==> src/rtl/fold_pkg.sv <==
package fold_pkg;
  localparam int NUM_CH  = 3;
  localparam int MOD_LO  = 3;
  localparam int MOD_HI  = MOD_LO + NUM_CH - 1;
  localparam int IDX_W   = 9;
  localparam int RES_W   = $clog2(MOD_HI + 1);
  localparam int RANGE   = 2 * NUM_CH * MOD_LO * (MOD_LO + 1) * (MOD_LO + 2);
  localparam int THERM_W = NUM_CH * MOD_LO + (NUM_CH * (NUM_CH - 1)) / 2;

  function automatic int modulus(input int k);
    return MOD_LO + k;
  endfunction

  function automatic int therm_lsb(input int k);
    int acc;
    acc = 0;
    for (int j = 0; j < k; j++) acc += modulus(j);
    return acc;
  endfunction
endpackage

==> src/rtl/fold_index_wrap.sv <==
module fold_index_wrap #(
  parameter int IDX_W = 9,
  parameter int RANGE = 360
) (
  input  logic [IDX_W-1:0] idx_raw,
  output logic [IDX_W-1:0] idx_mod
);
  localparam logic [IDX_W-1:0] RANGE_V = IDX_W'(RANGE);

  always_comb begin
    if (idx_raw >= RANGE_V) idx_mod = idx_raw - RANGE_V;
    else                    idx_mod = idx_raw;
  end


  always_comb begin
    range_chk : assert (idx_mod < RANGE_V);
  end
endmodule

==> src/rtl/fold_channel.sv <==
module fold_channel #(
  parameter int IDX_W = 9,
  parameter int MOD   = 3,
  parameter int SHIFT = 0,
  parameter int NREP  = 3,
  parameter int RES_W = 3
) (
  input  logic             clk,
  input  logic             rst_n,
  input  logic             en,
  input  logic [IDX_W-1:0] idx,
  output logic [RES_W-1:0] res_q,
  output logic             fold_q,
  output logic [MOD-1:0]   therm_q
);
  localparam int PERIOD = 2 * MOD * NREP;

  logic [RES_W-1:0] res_d;
  logic             fold_d;
  logic [MOD-1:0]   therm_d;
  int unsigned      pos;
  int unsigned      step;

  always_comb begin
    pos  = (32'(idx) + SHIFT) % PERIOD;
    step = pos / NREP;
    if (step <= MOD) begin
      res_d  = RES_W'(step);
      fold_d = 1'b0;
    end else begin
      res_d  = RES_W'(2 * MOD - step);
      fold_d = 1'b1;
    end
    for (int j = 0; j < MOD; j++) therm_d[j] = (j < 32'(res_d));
  end

  always_ff @(posedge clk or negedge rst_n) begin
    if (!rst_n) begin
      res_q   <= '0;
      fold_q  <= 1'b0;
      therm_q <= '0;
    end else if (en) begin
      res_q   <= res_d;
      fold_q  <= fold_d;
      therm_q <= therm_d;
    end
  end


  fall_range_chk : assert property (@(posedge clk) disable iff (!rst_n)
    fold_q |-> (res_q != '0 && 32'(res_q) < MOD));


  res_bound_chk : assert property (@(posedge clk) disable iff (!rst_n)
    32'(res_q) <= MOD);


  therm_shape_chk : assert property (@(posedge clk) disable iff (!rst_n)
    ((therm_q & (therm_q + 1'b1)) == '0) && ($countones(therm_q) == 32'(res_q)));


  hold_chk : assert property (@(posedge clk) disable iff (!rst_n)
    !en |=> ($stable(res_q) && $stable(fold_q) && $stable(therm_q)));
endmodule

==> src/rtl/fold_code_gen.sv <==
module fold_code_gen
  import fold_pkg::*;
(
  input  logic                      clk,
  input  logic                      rst_n,
  input  logic                      in_valid,
  input  logic [IDX_W-1:0]          in_index,
  output logic                      out_valid,
  output logic [NUM_CH*RES_W-1:0]   out_res,
  output logic [NUM_CH-1:0]         out_fold,
  output logic [THERM_W-1:0]        out_therm
);
  logic [IDX_W-1:0] idx_mod;
  logic [IDX_W-1:0] idx_q;
  logic [IDX_W-1:0] idx_d;
  logic             valid_d;

  fold_index_wrap #(.IDX_W(IDX_W), .RANGE(RANGE)) u_wrap (
    .idx_raw (in_index),
    .idx_mod (idx_mod)
  );

  for (genvar k = 0; k < NUM_CH; k++) begin : g_ch
    localparam int M   = modulus(k);
    localparam int LSB = therm_lsb(k);
    fold_channel #(
      .IDX_W (IDX_W),
      .MOD   (M),
      .SHIFT (k),
      .NREP  (NUM_CH),
      .RES_W (RES_W)
    ) u_ch (
      .clk     (clk),
      .rst_n   (rst_n),
      .en      (in_valid),
      .idx     (idx_mod),
      .res_q   (out_res[k*RES_W +: RES_W]),
      .fold_q  (out_fold[k]),
      .therm_q (out_therm[LSB +: M])
    );
  end

  always_comb begin
    valid_d = in_valid;
    idx_d   = in_valid ? idx_mod : idx_q;
  end

  always_ff @(posedge clk or negedge rst_n) begin
    if (!rst_n) begin
      out_valid <= 1'b0;
      idx_q     <= '0;
    end else begin
      out_valid <= valid_d;
      idx_q     <= idx_d;
    end
  end


  valid_lat_chk : assert property (@(posedge clk) disable iff (!rst_n)
    in_valid |=> out_valid);


  valid_idle_chk : assert property (@(posedge clk) disable iff (!rst_n)
    !in_valid |=> !out_valid);


  gray_step_chk : assert property (@(posedge clk) disable iff (!rst_n)
    (out_valid && $past(out_valid) &&
     (($past(idx_q) == IDX_W'(RANGE - 1)) ? (idx_q == '0) : (idx_q == $past(idx_q) + 1'b1)))
    |-> ($countones(out_therm ^ $past(out_therm)) == 1));
endmodule

==> config.mk <==
export PLATFORM = sky130hd
export DESIGN_NAME = fold_code_gen
export DESIGN_NICKNAME = d
export VERILOG_FILES = /design/src/rtl/fold_pkg.sv /design/src/rtl/fold_index_wrap.sv /design/src/rtl/fold_channel.sv /design/src/rtl/fold_code_gen.sv
export SDC_FILE = /design/constraint.sdc
export NUM_CORES = 1
export LEC_CHECK = 0
export BUFFER_PORTS_ARGS = -buffer_cell sky130_fd_sc_hd__buf_2
export CAP_MARGIN = 30
export CORE_MARGIN = 1.5
export CORE_UTILIZATION = 60
export CTS_CLUSTER_DIAMETER = 60
export DETAILED_ROUTE_END_ITERATION = 12
export GPL_TIMING_DRIVEN = 0
export PLACE_DENSITY = 0.82
export SKIP_LAST_GASP = 1
export SYNTH_ARGS = -nofsm -noshare
export SYNTH_HDL_FRONTEND = slang
export SYNTH_SLANG_ARGS = --single-unit
==> constraint.sdc <==
create_clock -name clk -period 1 [get_ports clk]
set_input_delay 0.15 -clock clk [delete_from_list [all_inputs] [get_ports clk]]
set_output_delay 0.15 -clock clk [all_outputs]
set_load 0.03 [all_outputs]
==> results of run 1 <==
-- metrics by stage --
stage	setup TNS, ps	area (sq um)
2_1_floorplan	-120150	5535
3_3_place_gp	-142580	5841
3_5_place_dp	-146370	5841
4_1_cts	-118000	7401
-- logic make-up after synthesis --
logic type / after synthesis
compound gates: 273
xor+xnor: 42
fa+ha+maj: 27
buf+inv: 63
flops: 23
mux: 29
simple gates: 266
-- timing repair --
item / in CTS
resized for setup: 168
pin swaps: 71
buffers inserted: 92
hold buffers: 1
endpoints found under the hold margin: 23
endpoints found under the setup margin: 27
-- routing by layer --
metal  overflow  track usage, %
met3          0           50.51
met4         33           85.28
met2         27           96.93
met5          0           3.297
met1          1           79.26
==> results by group, run 1 <==
Place
  • Post-placement cell count: 865
  • Pre-CTS worst setup slack: -8698 ps
  • Number of buffers added on ports: 34
  • Detailed placement HPWL: about 11 mm
  • Final weighted congestion in routability-driven placement: 0.9270

Synthesis
  • #FFs+latches synth: 23
  • Parity-gate share of the synthesized area counting xor and xnor cells: between 6 and 7%
  • Net count of the mapped netlist: about 760
  • Total of warnings raised by yosys: 0
  • Synth Instances: around 720
  • Async set-reset flop share out of synthesis: 100.0%
  • Mux share of post-synthesis cell area: ~6.0%
  • Post-synth design cell area: about 0.0053 sq mm
  • Synth Area in Adders: 6.361%
  • Commonest cells in the netlist: 72 x sky130_fd_sc_hd__nor2_1, 63 x sky130_fd_sc_hd__nand2_1, 53 x sky130_fd_sc_hd__a21oi_1
  • Count of different cell masters after synthesis: roughly 100
  • Top post-synthesis cells by area: sky130_fd_sc_hd__dfrtp_1 11%, sky130_fd_sc_hd__ha_1 6.2%, sky130_fd_sc_hd__xnor2_1 5.2%
  • Main synth FF type: sky130_fd_sc_hd__dfrtp_1
  • Number of flops mapped to enable cells by yosys: 0
  • Post-synthesis compound-gate area fraction: 39.02%
  • Area fraction of the dominant cell type after synthesis: a little over a tenth
  • Synth area leader: sky130_fd_sc_hd__dfrtp_1
  • Avg Synthesized Cell Area: 7.291 sq um
  • Count leader, synth: sky130_fd_sc_hd__nor2_1
  • Largest family of logic cells by synthesized area: compound AO/OA/AOI/OAI gates
  • Sequential fraction of the synthesis area: 10.92%
  • Area share of and/or/nand/nor cells after synthesis: approximately a quarter

Clock network
  • Total number of clock tree sinks: 23
  • Number of H-tree levels: 1
  • Cell at the root of the clock tree: sky130_fd_sc_hd__clkbuf_8
  • Total CTS buffers: 3
  • Maximum clock insertion buffer count: 2

Floorplanning
  • Top-Level Pins: 37
  • Die boundary width: between 90 and 100 um
  • Row Count: 34
  • Die H: slightly below 100 um
  • Initial cell density of the core: between 60 and 70%

STA
  • Pin type at the end of the worst path: sequential cell input
  • Worst-path endpoint after global-route repair_timing: g_ch[0].u_ch.therm_q[0]$_DFFE_PN0P_/D

Global route
  • Maximum number of pins on one net before global-route repair: 24
  • Aggregate global-route resource usage: a little under 80%
  • Grt ovf: 61

Run status
  • Status: did not finish
  • Fail Step: global routing (5_1_grt)
  • First error line in the log: [ERROR GRT-0232] Routing congestion too high. Check the congestion heatmap in the GUI.
==> inputs of run 2 (changes only) <==
CORE_UTILIZATION = 40   (was 60)
CTS_CLUSTER_DIAMETER = unset   (was 60)
PLACE_DENSITY = unset   (was 0.82)
PLACE_DENSITY_LB_ADDON = 0.15   (was unset)
==> run 2 against run 1 <==
The flow now finishes, with violations (negative setup slack). Synthesized area is the same. Synthesized cell count is the same.
==> results by group, run 2 <==
Run status
  • Status: finished, violations left
  • Violated checks: negative setup slack

Worst setup path
  • Slowest CP cell: sky130_fd_sc_hd__a2111oi_1
  • Number of buffers and inverters on the critical path: 7
  • Reg2reg path depth: 4
  • Arrival time of the worst setup path: approximately 8500 ps
  • Critical path's largest stage delay: about 470 ps
  • Kind of start point of the critical path: input pin
  • Count of cell instances traversed by the critical path: 42
  • Required arrival time at the worst endpoint: around 1100 ps
  • Top cell family by delay on the critical path: compound AO/OA/AOI/OAI gates
  • Critical path capture point type: register
  • Most used cell along the critical path: sky130_fd_sc_hd__ha_4
  • Class of the most critical setup path: input pin to register
  • Highest net fanout along the worst path: 5

Final layout
  • Share of the core filled with cells: 55.92%
  • Most flop-heavy register: g_ch.u_ch.therm_q
  • Nets: roughly 860
  • Fill cells: 1211
  • Diode count: 0
  • Most frequent cells in the layout: 67 x sky130_fd_sc_hd__nor2_1, 62 x sky130_fd_sc_hd__buf_4, 60 x sky130_fd_sc_hd__nand2_1
  • Largest registers: g_ch.u_ch.therm_q: 12 flops, g_ch.u_ch.res_q: 7 flops, g_ch.u_ch.fold_q: 3 flops
  • Number of flip-flops in the largest register: 12
  • Leading cell type in the layout, fill and taps excluded: sky130_fd_sc_hd__nor2_1
  • Sequential cell area: 575.6 sq um
  • Area added between synthesis and finish: 34.96%
  • Multi-input gate area: roughly 0.005 sq mm
  • Fraction of final layout cells with drive strength greater than 1: 32.08%

Synthesis
  • Count leader, synth: sky130_fd_sc_hd__nor2_1
  • Top post-synthesis cells by area: sky130_fd_sc_hd__dfrtp_1 11%, sky130_fd_sc_hd__ha_1 6.2%, sky130_fd_sc_hd__xnor2_1 5.2%
  • Avg Synthesized Cell Area: 7.291 sq um
  • Commonest cells in the netlist: 72 x sky130_fd_sc_hd__nor2_1, 63 x sky130_fd_sc_hd__nand2_1, 53 x sky130_fd_sc_hd__a21oi_1
  • Total of warnings raised by yosys: 0
  • Synth Instances: 723
  • Number of flops mapped to enable cells by yosys: 0
  • Count of different cell masters after synthesis: between 100 and 150
  • Area fraction of the dominant cell type after synthesis: 10.92%
  • Sequential fraction of the synthesis area: a little over a tenth
  • Post-synth design cell area: 0.005271 sq mm
  • Async set-reset flop share out of synthesis: between 90% and 100%
  • Net count of the mapped netlist: ~760
  • #FFs+latches synth: 23
  • Main synth FF type: sky130_fd_sc_hd__dfrtp_1
  • Synth area leader: sky130_fd_sc_hd__dfrtp_1

Clock network
  • Clock edge transition at the registers on the reported setup and hold paths: approximately 60 ps
  • Number of H-tree levels: 1
  • Maximum clock insertion buffer count: 2
  • Total number of clock tree sinks: 23
  • Worst-skew pair later-pin latency: 250 ps
  • Cell at the root of the clock tree: sky130_fd_sc_hd__clkbuf_16
  • Total CTS buffers: 3
  • TritonCTS clock tree: built

Route
  • Routed wire per std cell: roughly 17 um
  • Remaining design rule violation count: 0
  • Post-route antenna net violation count: 0
  • Via count: a little over 6000
  • Drt initial violations: around 340
  • Initial DRT Pass Iterations: 5
  • Wirelength, routed: ~17 mm
  • Post-DR vias/cell: just over 6

Global route
  • Aggregate global-route resource usage: around 22%
  • Vias in the first global route: 5602
  • Maximum number of pins on one net before global-route repair: 24
  • Initial antenna violation count: 0
  • Grt ovf: 0
  • Wire length of the first global-routing pass: around 27 mm

STA
  • Relative slew slack: between 30% and 40%
  • Number of max-slew violations in the final report: 0
  • Slew @ Worst Pin: 966.1 ps
  • Setup TNS after final layout: -128250 ps
  • Final cycle utilization of the critical path: 835.9%
  • Final-report hold violation count: 0
  • Worst Slack Setup Final: -7359 ps
  • Unrepaired setup endpoints after global routing: true
  • Peak Freq: between 0.1 and 0.15 GHz
  • Final clock skew: 0 ps
  • # setup viols final: 25
  • Final min period: around 8400 ps

Flow run
  • Number of max-capacitance violations reported: 0

Power
  • Worst-case vdd ir drop: between 2000 and 3000 uV
  • Leakage power summed over all cells: between 2 and 3 nW
  • Overall Power: approximately 27 mW
  • Power Density: 3857 mW/mm^2

Hold path
  • WHS Path Cells: 1
  • Hold Crit Class: input pin to register

Floorplanning
  • Die Outline Area: roughly 0.014 sq mm
  • Initial cell density of the core: between 40% and 50%
  • Top-Level Pins: 37
  • Die H: 117.8 um
  • Die boundary width: 117.8 um
  • Core outline area: roughly 0.013 sq mm
  • Row Count: between 40 and 50

Place
  • Detailed placement HPWL: between 10 and 15 mm
  • Pre-CTS worst setup slack: -8852 ps
  • Number of buffers added on ports: 34
  • Final weighted congestion in routability-driven placement: 0.8625
-- run 2: final cells by class --
class                   instances  area share (%)
clock buffers                   3           1.055
flip-flops and latches         23           8.090
inverters                      32           2.163
repair buffers                 99           10.39
well taps                     172           3.025
plain buffers                  27           3.183
multi-input cells             638           72.02
clock inverters                 1         0.07035
-- run 2: logic make-up (layout without fill, tap and decap cells) --
group	Yosys count	in the layout	synth area share, %
flops	23	23	10.92
buf+inv	63	162	5.364
simple gates	266	266	25.37
xor+xnor	42	42	6.978
compound gates	273	274	39.02
mux	29	29	5.981
fa+ha+maj	27	27	6.361
-- run 2: per-layer routing --
metal  wire length, um  GRT usage, %
met2              8141         37.98
met3               602         1.163
met4               144         3.582
met1              7724         30.90
met5                 0             0
-- run 2: worst paths after layout --
kind,from,endpoint,slack (ps)
worst max-delay path,in_index[1],g_ch[0].u_ch.therm_q[0],-7360
worst min-delay path,in_valid,out_valid,20
worst max register to register,g_ch[1].u_ch.therm_q[3],g_ch[1].u_ch.therm_q[3],80
worst min register to register,g_ch[0].u_ch.res_q[1],g_ch[0].u_ch.res_q[1],490
max in group asynchronous,rst_n,g_ch[1].u_ch.res_q[1],220
min in group asynchronous,rst_n,g_ch[1].u_ch.therm_q[3],420
-- run 2: where the power goes --
part | internal [mW] | leakage, nW | switching [mW] | total, mW
sequential | 1.39 | 0.251 | 0.224 | 1.61
clock | 0.537 | 0.0409 | 0.325 | 0.863
combinational | 11.3 | 2.53 | 13.6 | 25.0
total | 13.3 | 2.82 | 14.2 | 27.4
-- run 2: through the flow --
step                      std cells  hold WS, ps  area [sq um]
final                           995        15.77          7114
after detailed placement        930        159.5          5924
after CTS                       980        10.21          6768
after floorplan                 723       -145.6          5535
after global routing            995        11.19          7114
after global placement          929        148.2          5921
-- run 2: repair_timing --
action / in CTS / in global routing
resized for setup: 82 / 53
cloned: 0 / 1
buffers inserted: 47 / 17
hold endpoints to repair: 23 / 0
endpoints found under the setup margin: 27 / 27
pin swaps: 34 / 41
hold buffers: 1 / 0
Note: power is estimated with default switching activity, not from simulation.
